===== config.mk =====
export PLATFORM = sky130hd
export DESIGN_NAME = i2c_txn_seq
export DESIGN_NICKNAME = d
export VERILOG_FILES = /design/src/rtl/i2cseq_pkg.sv /design/src/rtl/i2cseq_desc_fifo.sv /design/src/rtl/i2cseq_watchdog.sv /design/src/rtl/i2c_txn_seq.sv
export SDC_FILE = /design/constraint.sdc
export NUM_CORES = 1
export LEC_CHECK = 0
export BUFFER_PORTS_ARGS = -buffer_cell sky130_fd_sc_hd__buf_2
export CORE_MARGIN = 1
export CORE_UTILIZATION = 45
export CTS_CLUSTER_DIAMETER = 60
export DETAILED_ROUTE_END_ITERATION = 6
export GPL_TIMING_DRIVEN = 0
export MAX_ROUTING_LAYER = met4
export SYNTH_ARGS = -nofsm -noshare
export SYNTH_HDL_FRONTEND = slang
export SYNTH_SLANG_ARGS = --single-unit

===== constraint.sdc =====
create_clock -name clk -period 3.99 [get_ports clk]
set_input_delay 0.399 -clock clk [delete_from_list [all_inputs] [get_ports clk]]
set_output_delay 0.399 -clock clk [all_outputs]
set_load 0.01 [all_outputs]

===== src/rtl/i2cseq_pkg.sv =====
package i2cseq_pkg;

    typedef enum logic [2:0] {
        OP_NONE      = 3'd0,
        OP_START_WR  = 3'd1,
        OP_WRITE     = 3'd2,
        OP_READ_ACK  = 3'd3,
        OP_READ_NACK = 3'd4,
        OP_STOP      = 3'd5,
        OP_IACK      = 3'd6
    } op_e;

    typedef enum logic [1:0] {
        RES_OK      = 2'd0,
        RES_BUS_ERR = 2'd1,
        RES_TIMEOUT = 2'd2
    } res_e;

    typedef enum logic [2:0] {
        ST_IDLE   = 3'd0,
        ST_START  = 3'd1,
        ST_WRITE  = 3'd2,
        ST_READ   = 3'd3,
        ST_NEXT   = 3'd4,
        ST_FINISH = 3'd5,
        ST_ABORT  = 3'd6
    } st_e;

    // Address byte on the wire: target address above, direction in bit 0.
    function automatic logic [7:0] addr_byte(input logic [6:0] addr, input logic rd);
        return {addr, rd};
    endfunction

endpackage


===== src/rtl/i2cseq_desc_fifo.sv =====
module i2cseq_desc_fifo #(
    parameter int DEPTH = 4,
    parameter int W     = 17
) (
    input  logic         clk,
    input  logic         rst_n,
    input  logic         push,
    input  logic [W-1:0] wdata,
    input  logic         pop,
    input  logic         flush,
    output logic [W-1:0] rdata,
    output logic         empty,
    output logic         full
);
    localparam int PW = (DEPTH > 1) ? $clog2(DEPTH) : 1;
    localparam int CW = $clog2(DEPTH + 1);

    typedef struct packed {
        logic [PW-1:0] wp;
        logic [PW-1:0] rp;
        logic [CW-1:0] cnt;
    } ptr_t;

    ptr_t p_d, p_q;
    logic [W-1:0] mem_q [DEPTH];
    logic do_push, do_pop;

    assign empty   = (p_q.cnt == '0);
    assign full    = (p_q.cnt == CW'(DEPTH));
    assign do_push = push && !full && !flush;
    assign do_pop  = pop && !empty && !flush;
    assign rdata   = mem_q[p_q.rp];

    function automatic logic [PW-1:0] wrap_inc(input logic [PW-1:0] p);
        return (p == PW'(DEPTH - 1)) ? '0 : p + 1'b1;
    endfunction

    always_comb begin
        p_d = p_q;
        if (flush) begin
            p_d = '0;
        end else begin
            if (do_push) p_d.wp = wrap_inc(p_q.wp);
            if (do_pop)  p_d.rp = wrap_inc(p_q.rp);
            p_d.cnt = p_q.cnt + CW'(do_push) - CW'(do_pop);
        end
    end

    always_ff @(posedge clk) begin
        if (!rst_n) p_q <= '0;
        else        p_q <= p_d;
    end

    for (genvar i = 0; i < DEPTH; i++) begin : g_slot
        always_ff @(posedge clk) begin
            if (do_push && p_q.wp == PW'(i)) mem_q[i] <= wdata;
        end
    end

endmodule


===== src/rtl/i2cseq_watchdog.sv =====
module i2cseq_watchdog #(
    parameter int LIMIT = 100000
) (
    input  logic clk,
    input  logic rst_n,
    input  logic arm,
    input  logic run,
    output logic expired
);
    localparam int CW = $clog2(LIMIT + 1);

    logic [CW-1:0] cnt_d, cnt_q;

    assign expired = run && !arm && (cnt_q == CW'(LIMIT - 1));

    always_comb begin
        cnt_d = cnt_q;
        if (arm)                           cnt_d = '0;
        else if (run && cnt_q < CW'(LIMIT)) cnt_d = cnt_q + 1'b1;
    end

    always_ff @(posedge clk) begin
        if (!rst_n) cnt_q <= '0;
        else        cnt_q <= cnt_d;
    end

endmodule


===== src/rtl/i2c_txn_seq.sv =====
module i2c_txn_seq
    import i2cseq_pkg::*;
#(
    parameter int QDEPTH      = 4,
    parameter int LEN_W       = 8,
    parameter int TIMEOUT_CYC = 100000
) (
    input  logic             clk,
    input  logic             rst_n,
    input  logic             desc_push,
    input  logic [6:0]       desc_addr,
    input  logic             desc_rd,
    input  logic [LEN_W-1:0] desc_len,
    input  logic             desc_nostart,
    input  logic             go,
    output logic             busy,
    output logic             done,
    output logic [1:0]       result,
    output logic             cmd_valid,
    output logic [2:0]       cmd_op,
    output logic [7:0]       cmd_byte,
    input  logic             evt_valid,
    input  logic             evt_nack,
    input  logic             evt_arblost,
    input  logic [7:0]       evt_rdata,
    input  logic [7:0]       tx_data,
    output logic             tx_pop,
    output logic             rx_valid,
    output logic [7:0]       rx_data
);
    localparam int DW = LEN_W + 9;

    typedef struct packed {
        st_e              state;
        logic             busy;
        logic [6:0]       addr;
        logic             rd;
        logic [LEN_W-1:0] len;
        logic [LEN_W-1:0] pos;
        logic             cmd_valid;
        op_e              cmd_op;
        logic [7:0]       cmd_byte;
        logic             tx_pop;
        logic             rx_valid;
        logic [7:0]       rx_data;
        logic             done;
        res_e             result;
    } regs_t;

    regs_t d, q;

    logic             f_push, f_pop, f_flush, f_empty, f_full;
    logic [DW-1:0]    f_rdata;
    logic [6:0]       h_addr;
    logic             h_rd, h_nostart;
    logic [LEN_W-1:0] h_len;
    logic             wd_arm, wd_expired;
    logic             issue_data;

    assign f_push = desc_push && !q.busy;
    assign {h_nostart, h_rd, h_addr, h_len} = f_rdata;

    i2cseq_desc_fifo #(.DEPTH(QDEPTH), .W(DW)) u_queue (
        .clk   (clk),
        .rst_n (rst_n),
        .push  (f_push),
        .wdata ({desc_nostart, desc_rd, desc_addr, desc_len}),
        .pop   (f_pop),
        .flush (f_flush),
        .rdata (f_rdata),
        .empty (f_empty),
        .full  (f_full)
    );

    i2cseq_watchdog #(.LIMIT(TIMEOUT_CYC)) u_wdog (
        .clk     (clk),
        .rst_n   (rst_n),
        .arm     (wd_arm),
        .run     (q.busy),
        .expired (wd_expired)
    );

    always_comb begin
        d            = q;
        d.cmd_valid  = 1'b0;
        d.tx_pop     = 1'b0;
        d.rx_valid   = 1'b0;
        d.done       = 1'b0;
        f_pop        = 1'b0;
        f_flush      = 1'b0;
        wd_arm       = 1'b0;
        issue_data   = 1'b0;

        case (q.state)
            ST_IDLE: begin
                // f_full only gates pushes inside the queue
                if (go && !f_empty) begin
                    f_pop      = 1'b1;
                    wd_arm     = 1'b1;
                    d.busy     = 1'b1;
                    d.addr     = h_addr;
                    d.rd       = h_rd;
                    d.len      = h_len;
                    d.pos      = '0;
                    d.state    = ST_START;
                    d.cmd_valid = 1'b1;
                    d.cmd_op   = OP_START_WR;
                    d.cmd_byte = addr_byte(h_addr, h_rd);
                end
            end
            ST_START, ST_WRITE: begin
                if (evt_valid) begin
                    if (evt_arblost || evt_nack) begin
                        d.state     = ST_ABORT;
                        d.cmd_valid = 1'b1;
                        d.cmd_op    = OP_STOP;
                    end else if (q.pos == q.len) begin
                        d.state = ST_NEXT;
                    end else begin
                        issue_data = 1'b1;
                    end
                end
            end
            ST_READ: begin
                if (evt_valid) begin
                    if (evt_arblost) begin
                        d.state     = ST_ABORT;
                        d.cmd_valid = 1'b1;
                        d.cmd_op    = OP_STOP;
                    end else begin
                        d.rx_valid = 1'b1;
                        d.rx_data  = evt_rdata;
                        d.pos      = q.pos + 1'b1;
                        if (d.pos == q.len) d.state = ST_NEXT;
                        else                issue_data = 1'b1;
                    end
                end
            end
            ST_NEXT: begin
                if (f_empty) begin
                    d.state     = ST_FINISH;
                    d.cmd_valid = 1'b1;
                    d.cmd_op    = OP_STOP;
                end else begin
                    f_pop  = 1'b1;
                    d.addr = h_addr;
                    d.rd   = h_rd;
                    d.len  = h_len;
                    d.pos  = '0;
                    if (!h_nostart) begin
                        d.state     = ST_START;
                        d.cmd_valid = 1'b1;
                        d.cmd_op    = OP_START_WR;
                        d.cmd_byte  = addr_byte(h_addr, h_rd);
                    end else if (h_len != '0) begin
                        issue_data = 1'b1;
                    end
                end
            end
            ST_FINISH, ST_ABORT: begin
                if (evt_valid) begin
                    d.cmd_valid = 1'b1;
                    d.cmd_op    = OP_IACK;
                    d.done      = 1'b1;
                    d.busy      = 1'b0;
                    d.state     = ST_IDLE;
                    if (q.state == ST_FINISH) begin
                        d.result = RES_OK;
                    end else begin
                        d.result = RES_BUS_ERR;
                        f_flush  = 1'b1;
                    end
                end
            end
            default: d.state = ST_IDLE;
        endcase

        if (issue_data) begin
            d.cmd_valid = 1'b1;
            if (d.rd) begin
                d.state    = ST_READ;
                d.cmd_byte = 8'h00;
                d.cmd_op   = (({1'b0, d.pos} + 1'b1) == {1'b0, d.len}) ? OP_READ_NACK
                                                                         : OP_READ_ACK;
            end else begin
                d.state    = ST_WRITE;
                d.cmd_op   = OP_WRITE;
                d.cmd_byte = tx_data;
                d.tx_pop   = 1'b1;
                d.pos      = d.pos + 1'b1;
            end
        end

        if (wd_expired) begin
            d.state     = ST_IDLE;
            d.busy      = 1'b0;
            d.done      = 1'b1;
            d.result    = RES_TIMEOUT;
            d.cmd_valid = 1'b0;
            d.tx_pop    = 1'b0;
            d.rx_valid  = 1'b0;
            f_pop       = 1'b0;
            f_flush     = 1'b1;
        end
    end

    always_ff @(posedge clk) begin
        if (!rst_n) q <= '0;
        else        q <= d;
    end

    assign busy      = q.busy;
    assign done      = q.done;
    assign result    = q.result;
    assign cmd_valid = q.cmd_valid;
    assign cmd_op    = q.cmd_op;
    assign cmd_byte  = q.cmd_byte;
    assign tx_pop    = q.tx_pop;
    assign rx_valid  = q.rx_valid;
    assign rx_data   = q.rx_data;

endmodule


==> results of run 1 <==
-- path summary, 6_finish.rpt --
check                                   from              endpoint  slack, ps
worst min register to register    rx_data[2]            rx_data[2]        470
worst min-delay path            desc_addr[4]  u_queue.mem_q[3][12]        190
worst max register to register         q[50]             cmd_op[1]        270
worst max-delay path                   q[50]             cmd_op[1]        270
-- synth_stat cells, drive strengths merged (3+ instances only) --
cell type | n | share of area (%)
a211oi | 5 | 0.55
a21boi | 13 | 1.4
a21oi | 17 | 1.3
a31oi | 10 | 0.92
and2 | 14 | 1.3
and3 | 7 | 0.65
and4 | 3 | 0.39
buf | 31 | 3.2
clkbuf | 18 | 1.0
dfxtp | 72 | 21
edfxtp | 68 | 30
ha | 10 | 1.8
inv | 19 | 1.1
mux2 | 3 | 0.50
mux2i | 12 | 1.8
mux4 | 17 | 5.7
nand2 | 53 | 2.9
nand2b | 4 | 0.37
nand3 | 23 | 1.7
nand3b | 3 | 0.33
nand4 | 14 | 1.3
nor2 | 48 | 2.7
nor2b | 12 | 1.1
nor3 | 11 | 0.96
nor4 | 8 | 0.74
o211a | 9 | 1.3
o211ai | 3 | 0.33
o21ai | 14 | 1.1
o31ai | 6 | 0.67
or2 | 4 | 0.37
or3 | 11 | 1.1
xnor2 | 17 | 2.3
xor2 | 23 | 3.0
-- where the power goes --
part | internal, W | switching [W]
clock | 0.00100 | 0.000658
combinational | 0.000681 | 0.000869
sequential | 0.00176 | 0.000130
-- flip-flops by register name, indices dropped and copies added, names as in the netlist, named ones only --
register,flops
rx_data,8
cmd_byte,8
result,2
q,20
u_queue.mem_q,68
tx_pop,1
u_queue.p_q,7
cmd_op,3
cmd_valid,1
done,1
u_wdog.cnt_q,17
busy,1
rx_valid,1
-- cells by family (layout without fill, tap and decap cells) --
group / after synthesis / count (layout) / synth area share, %
adders and majority gates: 11 / 11 / 2.15
buffers and inverters: 68 / 164 / 5.27
xor gates and xnor gates: 40 / 40 / 5.29
and+or+nand+nor: 224 / 224 / 17.1
DFF: 140 / 140 / 51.5
muxes: 32 / 32 / 7.94
AOI/OAI and AO/OA: 101 / 101 / 10.8
-- layer usage --
metal / vias to the layer above / part of all wire, % / track usage, %
li1: 2415 / - / -
met1: 2352 / 47 / 27.6
met2: 148 / 47 / 33.0
met3: 23 / 4.3 / 4.34
met4: 0 / 1.7 / 8.36
met5: - / 0 / -
-- final cells by class --
class                           count  area (um2)
Buffer                             49         285
Clock buffer                       18         429
Clock inverter                     13         181
Fill cell                        1278        6650
Inverter                           19        71.3
Multi-Input combinational cell    408        2940
Sequential cell                   140        3480
Tap cell                          184         230
Timing Repair Buffer               65         325
-- worst max-delay path, delay by kind of cell, from the launching register on --
family          cells  cell delay (ps)
compound gates      5             1080
fa+ha+maj           1              330
flops               1              300
simple gates        4             1600
xor+xnor            1              140
buf+inv             1              160
-- per-stage QoR --
stage,setup slack [ps],power (W)
3_3_place_gp,74.1,0.00344
4_1_cts,95.5,0.00514
5_1_grt,41.9,0.00539
3_5_place_dp,121,0.00347
2_1_floorplan,780,0.00304
6_report,269,0.00510
==> results.md, run 1 <==
- The run finished, with violations left.
- The checks that failed: design-rule violations.
- The critical path goes through buf_4 -> nand3b_1 -> o21ai_2 -> and2_1 -> a31oi_2 -> ha_1 -> o31ai_1 -> or3_4 -> xnor2_2 -> a221oi_1 -> or4b_1 -> a31o_1.
- Entering global routing, the biggest net connects 18 pins.
- At the worst endpoint, the required time is between 4000 and 5000 ps.
- The top flip-flop cell by instance count after synthesis is dfxtp_1.
- The number of antenna violations at the first check in global routing is 0.
- The buffer count from post-CTS setup fixing is 0.
- Setup repair after global routing left no endpoint under its margin.
- In this run the mean area of a mapped cell was approximately 11 um2.
- The transition time of the tightest slew-check pin is 964 ps.
- The initial detailed-routing violation count is 274.
- The synthesis warning total is 0.
- The overall track demand over capacity in global routing is about a fifth.
- The number of nets produced by synthesis is around 670.
- The total of flip-flops plus latches after synthesis is 140.
- The total I/O pin count is 66.
- The cts-stage hold buffer count is 0.
- In this run the core area contains 44 standard-cell rows.
- The final net count is approximately 750.
- The number of I/O port buffers is 65.
- For this design the ratio of total power to cell area is about 640 nW/um2.
- Clock tree synthesis selected as its root buffer the cell clkbuf_16.
- The delay of the slowest cell on the worst path is 570 ps.
- The slowest stage of the critical path belongs to the cell or4b_1.
- The pre-antenna-repair detailed-routing pass consisted of 7 iterations.
- The initial core utilization is a little under half.
- The synthesized netlist occupies a cell area of 6760 um2.
- The DRC violation count after routing is 3.
- The x dimension of the die is between 100 and 150 um.
- The most frequent standard cell in the layout excluding fill and tap cells is dfxtp_1.
- The number of antenna cells inserted is 0.
- The clock latency on the worst-skew pair is between 400 and 500 ps.
- Hold is met by 187 ps.
- Static timing analysis puts the maximum clock frequency at between 0.2 and 0.3 GHz.
- The share of layout cells above drive strength 1 is 22.6%.
- Max-cap violations in this run came to 0.
- The post-DP HPWL is 10900 um.
- Excluding fillers, the count of instances in the completed layout stands at approximately 900.
- STA classifies the critical path startpoint as a flip-flop.
- The wire length of the first global-routing pass is between 20000 and 25000 um.
- The instance count along the most critical hold path is 1.
- The post-cts sizing count is 0.
- Routability-driven placement finished with a final weighted congestion of 0.836.
- From synthesis to final layout, the design area changed by 17.4%.
- The post-layout instance area is roughly 8000 um2.
- Buffers inserted during clock tree synthesis total 17.
- Dividing the detail-routed via count by the number of cells gives between 5 and 6.
- For the worst flop-to-flop path, the logic depth is 12.
- Counting along the longest clock path gives a buffer depth of 2.
- The total via count in the routed design is between 4000 and 5000.
- The total negative slack is 0 ps.
- The number of antenna-violating nets in the routed design is 0.
- Cells fill a little over half of the core in the end.
- The fraction of the cycle the final worst path needs is 93.3%.
- The final global-route overflow total is 0.
- The number of distinct library cells after synthesis is a little under 70.
- For this design, the sink count on the clock tree is 140.
- The static leakage is slightly above 3 nW.
- The cell count after synthesis is between 600 and 700.
- The share of synthesized flip-flops with an asynchronous set or reset is 0%.
- Summing all placed instances gives a cell area of approximately 7300 um2.
- STA classifies the critical path endpoint as a flip-flop.
- The die covers about 16000 um2.
- Setup violations remaining at the end of the flow were counted as 0.
- The final hold violation count is 0.
- The max-slew violation count is 0.
- The via count of the first global-routing pass is 4742.
- The highest net fanout along the worst path is 10.
- The data arrival time of the worst path is ~4000 ps.
- The worst path in the final design needs a cycle of approximately 3700 ps, including I/O delays and setup.
- The worst-case IR drop observed on VDD is about 0.45 mV.
- The clock-pin transition on the worst setup and hold timing paths is roughly 70 ps.
- The H-tree depth is 4.
- The path class of the tightest hold or removal check is in2reg.
- The clock arrives with around 10 ps of skew.
- The sequential area share after synthesis is between 50% and 60%.
- The number of flops mapped to enable cells by yosys is between 60 and 70.
- The worst setup path is of the reg2reg kind.
- The routed design has 15300 um of wire.
- The standard cell core area is between 10000 and 15000 um2.
- Leaving out fill and tap cells, the most frequent cells in the layout are dfxtp_1, buf_2, edfxtp_1.
- The worst slew margin relative to its limit is 35.7%.
- The placed cell count is a little under 900.
- The vertical die dimension is 125 um.
- The clock tree from TritonCTS is built.
- The mean routed wirelength per cell is around 17 um.
Note: power is estimated with default switching activity, not from simulation.
==> inputs of run 2 (changes only) <==
--- a/config.mk
+++ b/config.mk
@@ -5,11 +5,11 @@
 export SDC_FILE = /design/constraint.sdc
 export NUM_CORES = 1
 export LEC_CHECK = 0
-export BUFFER_PORTS_ARGS = -buffer_cell sky130_fd_sc_hd__buf_2
 export CORE_MARGIN = 1
 export CORE_UTILIZATION = 45
 export CTS_CLUSTER_DIAMETER = 60
 export DETAILED_ROUTE_END_ITERATION = 6
+export DONT_BUFFER_PORTS = 1
 export GPL_TIMING_DRIVEN = 0
 export MAX_ROUTING_LAYER = met4
 export SYNTH_ARGS = -nofsm -noshare
==> results.md, run 2 (synthesis gave the netlist of run 1 again) <==
- The flow ran to the end, and the final reports show no timing, DRC or antenna violations.
- The instance count along the most critical hold path is 0.
- Pin placement for this block handled between 60 and 70 I/O pins.
- The total power divided by cell area is ~650 nW/um2.
- The endpoint identified for the worst register-to-register timing path is cmd_op[1].
- At the end of the flow, the number of nets in the layout was about 690.
- The number of vias per cell is 5.61.
- In the layout the commonest cells are dfxtp_1, edfxtp_1, nand2_1.
- The cts-stage hold buffer count is 0.
- After the first detailed-routing iteration, the DRC count stood at about 270.
- The initial core utilization is between 40% and 50%.
- The clock latency on the worst-skew pair is approximately 430 ps.
- The number of clock buffers inserted by TritonCTS is 17.
- The top register by number of flip-flops is u_queue.mem_q.
- The worst slew margin relative to its limit is 34.9%.
- The wire length of the first global-routing pass is 24300 um.
- The die is about 120 um tall.
- Summing all placed instances gives a cell area of 6990 um2.
- The count of max-cap constraint violations is 0.
- The met1 routing resource usage after global routing is approximately 25%.
- The clock-pin transition on the worst setup and hold timing paths is approximately 70 ps.
- The number of I/O port buffers is 0.
- After detailed routing, the number of remaining DRC violations is 0.
- The die covers 15500 um2.
- The total via count in the routed design is between 4000 and 5000.
- The final hold violation count is 0.
- Relative to the synthesized area, the layout overhead comes to 12.2%.
- The fraction of the cycle the final worst path needs is 92.9%.
- In the global route stage, met2 resource usage came out at 33.6%.
- In the final layout, the share of cells above drive strength 1 is about 15%.
- The final-layout fill cell count is roughly 1300.
- The via count of the first global-routing pass came to between 4000 and 5000.
- The total negative slack is 0 ps.
- In this run the critical register-to-register path is launched from q[50].
- The routed design has 15100 um of wire.
- The number of antenna violations at the first check in global routing came to 0.
- The H-tree depth is 4.
- The capturing element of the worst setup path is cmd_op[1].
- The buffer levels on the longest clock path is 2.
- The x dimension of the die is between 100 and 150 um.
- For met3 alone, demand over resource in global routing was ~5.8%.
- Along the worst path, the maximum fanout reaches 10.
- The number of cells traversed by the worst register-to-register path is 12.
- The critical path class is reg2reg.
- The placement row count is 44.
- The worst register-to-register path has a setup slack of ~280 ps.
- The tree is rooted in a clkbuf_16.
- STA puts the critical path data required time at 4310 ps.
- The max-slew violation count is 0.
- The total power is around 0.0049 W.
- The worst clock skew on the final layout is 23.0 ps.
- The register with the most flip-flops in the layout has 68 of them.
- The overall track demand over capacity in global routing is a little over a fifth.
- In this run the most critical hold path is launched from desc_addr[3].
- In the final routed layout, each cell accounts on average for around 18 um.
- The kind of start point of the critical path is a flip-flop.
- The total number of clock tree sinks is 140.
- The transition time of the tightest slew-check pin is approximately 1000 ps.
- The highest achievable clock rate is 0.270 GHz.
- The worst hold path belongs to the class in2reg.
- The post-DP HPWL is around 11000 um.
- The most frequent standard cell in the layout excluding fill and tap cells is dfxtp_1.
- 0 antenna diodes ended up in the layout.
- The static leakage is ~2.8 nW.
- The data arrival time of the worst path is 4030 ps.
- The clock tree from TritonCTS is built.
- VDD sags by at most between 0.4 and 0.5 mV.
- In the final layout, the registers with the most flip-flops are u_queue.mem_q x68, q x20, u_wdog.cnt_q x17.
- The final global-route overflow total is 0.
- The first element of the critical path is q[50].
- Setup violations remaining at the end of the flow were counted as 0.
- The post-layout instance area is ~7600 um2.
- Setup repair after global routing left no endpoint under its margin.
- The global routing stage identified its most utilized layer as met2.
- The maximum number of pins on one net before global-route repair is 18.
- The element type at the critical path end is a flip-flop.
- The first detailed-routing pass took 5 iterations.
- The number of antenna-violating nets in the routed design is 0.
- After floorplanning, the core was sized to cover approximately 15000 um2.
- The post-route minimum period is between 3000 and 4000 ps.
- At the end of routability-driven placement, the weighted congestion stood at 0.836.
==> run 2: per-stage QoR <==
step	std cells	util, %	setup slack (ps)	hold WS (ps)
global placement	800	47.9	139	451
floorplan	616	-	780	437
detailed placement	800	47.9	97.7	464
finish	833	52.0	282	58.7
CTS	832	51.9	69.6	50.4
global route	833	52.0	114	47.4
==> run 2: what timing repair did <==
item	in CTS	in global routing
endpoints found under the hold margin	0	0
buffers inserted	0	1
resized for setup	0	2
endpoints found under the setup margin	0	2
==> run 2: worst min-delay path by stage <==
stage / endpoint / slack (ps)
2_1_floorplan: u_wdog.cnt_q[16] / 440
3_3_place_gp: rx_data[0] / 450
3_5_place_dp: result[1] / 460
4_1_cts: u_queue.mem_q[0][13] / 50
5_1_grt: u_queue.mem_q[2][11] / 50
6_report: u_queue.mem_q[2][11] / 60
==> run 2: layout make-up <==
cell class / instances / area, um2 / share of cell area (%)
flip-flops and latches: 140 / 3480 / 45.9
clock buffers: 20 / 437 / 5.75
inverters: 19 / 71.3 / 0.940
multi-input cells: 408 / 2940 / 38.7
clock inverters: 12 / 140 / 1.85
repair buffers: 1 / 7.51 / 0.0989
well taps: 184 / 230 / 3.03
plain buffers: 49 / 285 / 3.76
==> run 2: layer usage <==
layer,vias to the layer above,wire (um)
met1,2252,6730
met4,0,208
met3,16,927
li1,2282,-
met5,-,0
met2,123,7230
==> run 2: power breakdown <==
group	switching, W	leakage, nW	internal, W	total [W]
clock	0.000622	0.272	0.000928	0.00155
sequential	0.000141	1.21	0.00176	0.00190
combinational	0.000833	1.32	0.000629	0.00146
total	0.00160	2.80	0.00331	0.00491
==> run 2: critical path: stages, from the launching register on <==
cell and delay, ps:
dfxtp_1 310, buf_4 160, nand3b_1 370, o21ai_2 180, and2_1 250, a31oi_2 350
ha_1 310, o31ai_1 190, or3_4 400, xnor2_2 130, a221oi_1 120, or4b_1 580
a31o_1 240
==> inputs of run 3 (changes only) <==
--- a/config.mk
+++ b/config.mk
@@ -11,7 +11,6 @@
 export DETAILED_ROUTE_END_ITERATION = 6
 export DONT_BUFFER_PORTS = 1
 export GPL_TIMING_DRIVEN = 0
-export MAX_ROUTING_LAYER = met4
 export SYNTH_ARGS = -nofsm -noshare
 export SYNTH_HDL_FRONTEND = slang
 export SYNTH_SLANG_ARGS = --single-unit
==> results.md, run 3 (synthesis gave the netlist of run 1 again) <==
- The required time at the worst-slack endpoint is roughly 4300 ps.
- For this run, design rule violations remaining after detail routing come to 0.
- The maximum number of pins on one net before global-route repair is 18.
- The clock tree from TritonCTS is built.
- The minimum setup slack among reg-to-reg paths is 290 ps.
- The final hold violation count is 0.
- The die is 125 um tall.
- Fill cells in the final layout number around 1300.
- The first routing iteration left around 250 violations.
- The critical path class is reg2reg.
- Pin placement for this block handled between 60 and 70 I/O pins.
- The placement row count is 44.
- Clock latency on the worst-skew pair, taken at its later pin, is 420 ps.
- The top register by number of flip-flops is u_queue.mem_q.
- The number of antenna cells inserted is 0.
- The cell sitting at the root of the clock tree is a clkbuf_16.
- IR analysis of the VDD net gives a maximum drop of just over 0.4 mV.
- After clock tree synthesis, the clock-pin slew on the worst setup and hold paths is about 60 ps.
- The number of antenna-violating nets in the routed design is 0.
- In the final layout, the registers with the most flip-flops are u_queue.mem_q x68, q x20, u_wdog.cnt_q x17.
- The worst pin sits at a relative slew slack of 37.0%.
- The total number of clock tree sinks is 140.
- Dividing the detail-routed via count by the number of cells gives approximately 5.7.
- Power spread over the standard cell area amounts to roughly 650 nW/um2.
- Cell internal power was estimated by the tool at 0.00331 W.
- The x dimension of the die is around 120 um.
- The highest-delay cell along the critical path is or4b_1.
- Once detailed placement completed, the half-perimeter wirelength came to between 10000 and 15000 um.
- The worst setup path is launched from a flip-flop.
- Sequential cells account for 38.7% of the total power.
- The total via count in the routed design is 4703.
- The number of clock buffers inserted by TritonCTS is 17.
- The number of setup buffers added after CTS is 0.
- The worst hold margin is between 60 and 70 ps.
- The number of I/O port buffers is 0.
- Setup repair after global routing left no endpoint under its margin.
- No sink is reached through more buffers than the 2 on the longest clock path.
- In this run the worst setup path begins at q[50].
- The library cell used most frequently in the layout, excluding fill and tap cells, is dfxtp_1.
- The highest achievable clock rate is 0.270 GHz.
- The startpoint of the most critical register-to-register path is q[50].
- The largest single stage delay on the critical path is approximately 570 ps.
- The placed cell count is 800.
- For this run the aggregate overflow at the end of global routing stands at 0.
- In the final layout, the multi-input gates occupy 2940 um2.
- The total negative slack is 0 ps.
- The detailed-router iteration count before antenna repair is 5.
- The worst setup path is captured at a flip-flop.
- Setup violations remaining at the end of the flow were counted as 0.
- The overall track demand over capacity in global routing is between 20 and 25%.
- The number of antenna violations at the first check in global routing is 0.
- The count of max-cap constraint violations is 0.
- The path class of the tightest hold or removal check is in2reg.
- Along the worst path, the maximum fanout reaches 10.
- For the pin with the worst max-slew slack, the measured transition is around 950 ps.
- The sequential cells in the finished layout cover a total of roughly 3500 um2.
- The worst clock skew on the final layout is 9.71 ps.
- In this run switching power makes up 32.7% of total power.
- The static leakage is around 2.8 nW.
- The routed wire length is ~15000 um.
- The initial core utilization is a little under half.
- The H-tree depth is 4.
- The critical path goes through buf_4 -> nand3b_1 -> o21ai_2 -> and2_1 -> a31oi_2 -> ha_1 -> o31ai_1 -> or3_4 -> xnor2_2 -> a221oi_1 -> or4b_1 -> a31o_1.
- The clock share of power is slightly above 30%.
- The first global-routing pass estimated between 20000 and 25000 um of wire.
- The standard cell core area is 14600 um2.
- The flip-flop count of the largest register, all copies and words added is 68.
- Dividing the detail-routed wire length by the instance count gives approximately 18 um.
- The library cells used most frequently in the layout, excluding fill and tap cells, are dfxtp_1, edfxtp_1, nand2_1.
- The fraction of the cycle the final worst path needs is about 93%.
- The die covers ~16000 um2.
- Compared with the post-synthesis result, the final layout area differs by 12.1%.
- The combinational fraction of design power is 30.0%.
- The max-slew violation count is 0.
- The post-route minimum period is around 3700 ps.
- The via count of the first global-routing pass is about 4800.
- Counting cells, the worst reg-to-reg path comes to 12.
- The capturing element of the worst setup path is cmd_op[1].
- The share of layout cells above drive strength 1 is roughly 15%.
- In this run the power spent charging and discharging nets is 0.00161 W.
- STA puts the critical path data arrival time at approximately 4000 ps.
- The endpoint identified for the worst register-to-register timing path is cmd_op[1].
- The count of cells in the finished layout, fillers not included, comes to around 830.
- The final layout contains 686 nets.
- The run finished with clean final reports.
- Routability-driven placement finished with a final weighted congestion of roughly 0.84.
[run 3: cell count changes in the layout (fill, tap and decap cells not counted), sizes merged]
cell	before	now
clkinv	3	2
clkinvlp	3	6
clkbuf	38	37
buf	32	31
inv	23	22
[run 3: routing by layer]
metal	vias to the layer above	part of all wire, %	GRT usage, %
met5	-	0	0
met4	0	2.6	9.21
met3	29	5.6	5.20
met2	132	47	33.4
met1	2265	45	25.2
li1	2277	-	-
[run 3: worst min path at each step]
stage	endpoint	depth (start not counted)	startpoint
after global placement	rx_data[0]	2	rx_data[0]
after CTS	u_queue.mem_q[2][13]	0	desc_addr[5]
after floorplan	u_wdog.cnt_q[16]	2	u_wdog.cnt_q[16]
final	u_queue.mem_q[1][13]	0	desc_addr[5]
after global routing	u_queue.mem_q[1][10]	0	desc_addr[2]
after detailed placement	u_wdog.cnt_q[16]	2	u_wdog.cnt_q[16]
[run 3: critical path, delay by kind of cell (launching register included)]
| family | cells | cell delay [ps] |
|---|---|---|
| xor+xnor | 1 | 140 |
| compound gates | 5 | 1070 |
| flops | 1 | 310 |
| simple gates | 4 | 1600 |
| buf+inv | 1 | 160 |
| fa+ha+maj | 1 | 310 |
[run 3: area by class of cell]
cell class	count	area share (%)
inverters	19	0.941
clock buffers	19	5.71
plain buffers	49	3.76
clock inverters	13	1.88
flip-flops and latches	140	45.9
well taps	184	3.04
multi-input cells	408	38.7
[run 3: power by group through the flow]
| stage | clock [W] | sequential (W) | combinational, W |
|---|---|---|---|
| floorplan | 0 | 0.00188 | 0.00116 |
| global placement | 0 | 0.00192 | 0.00144 |
| detailed placement | 0 | 0.00193 | 0.00148 |
| CTS | 0.00156 | 0.00190 | 0.00149 |
| global route | 0.00162 | 0.00193 | 0.00164 |
| finish | 0.00154 | 0.00191 | 0.00148 |
[run 3: per-stage QoR]
step / util, % / cell area, um2 / total power (W) / worst slack (ps)
2_1_floorplan: - / 6760 / 0.00304 / 780
3_3_place_gp: 47.9 / 6990 / 0.00336 / 163
3_5_place_dp: 47.9 / 6990 / 0.00341 / 102
4_1_cts: 51.9 / 7570 / 0.00495 / 91.9
5_1_grt: 52.0 / 7580 / 0.00518 / 83.6
6_report: 52.0 / 7580 / 0.00492 / 287
[run 3: timing repair]
item | CTS | global route
setup endpoints to repair | 0 | 2
hold buffers | 0 | 0
resized for setup | 0 | 2
hold endpoints to repair | 0 | 0
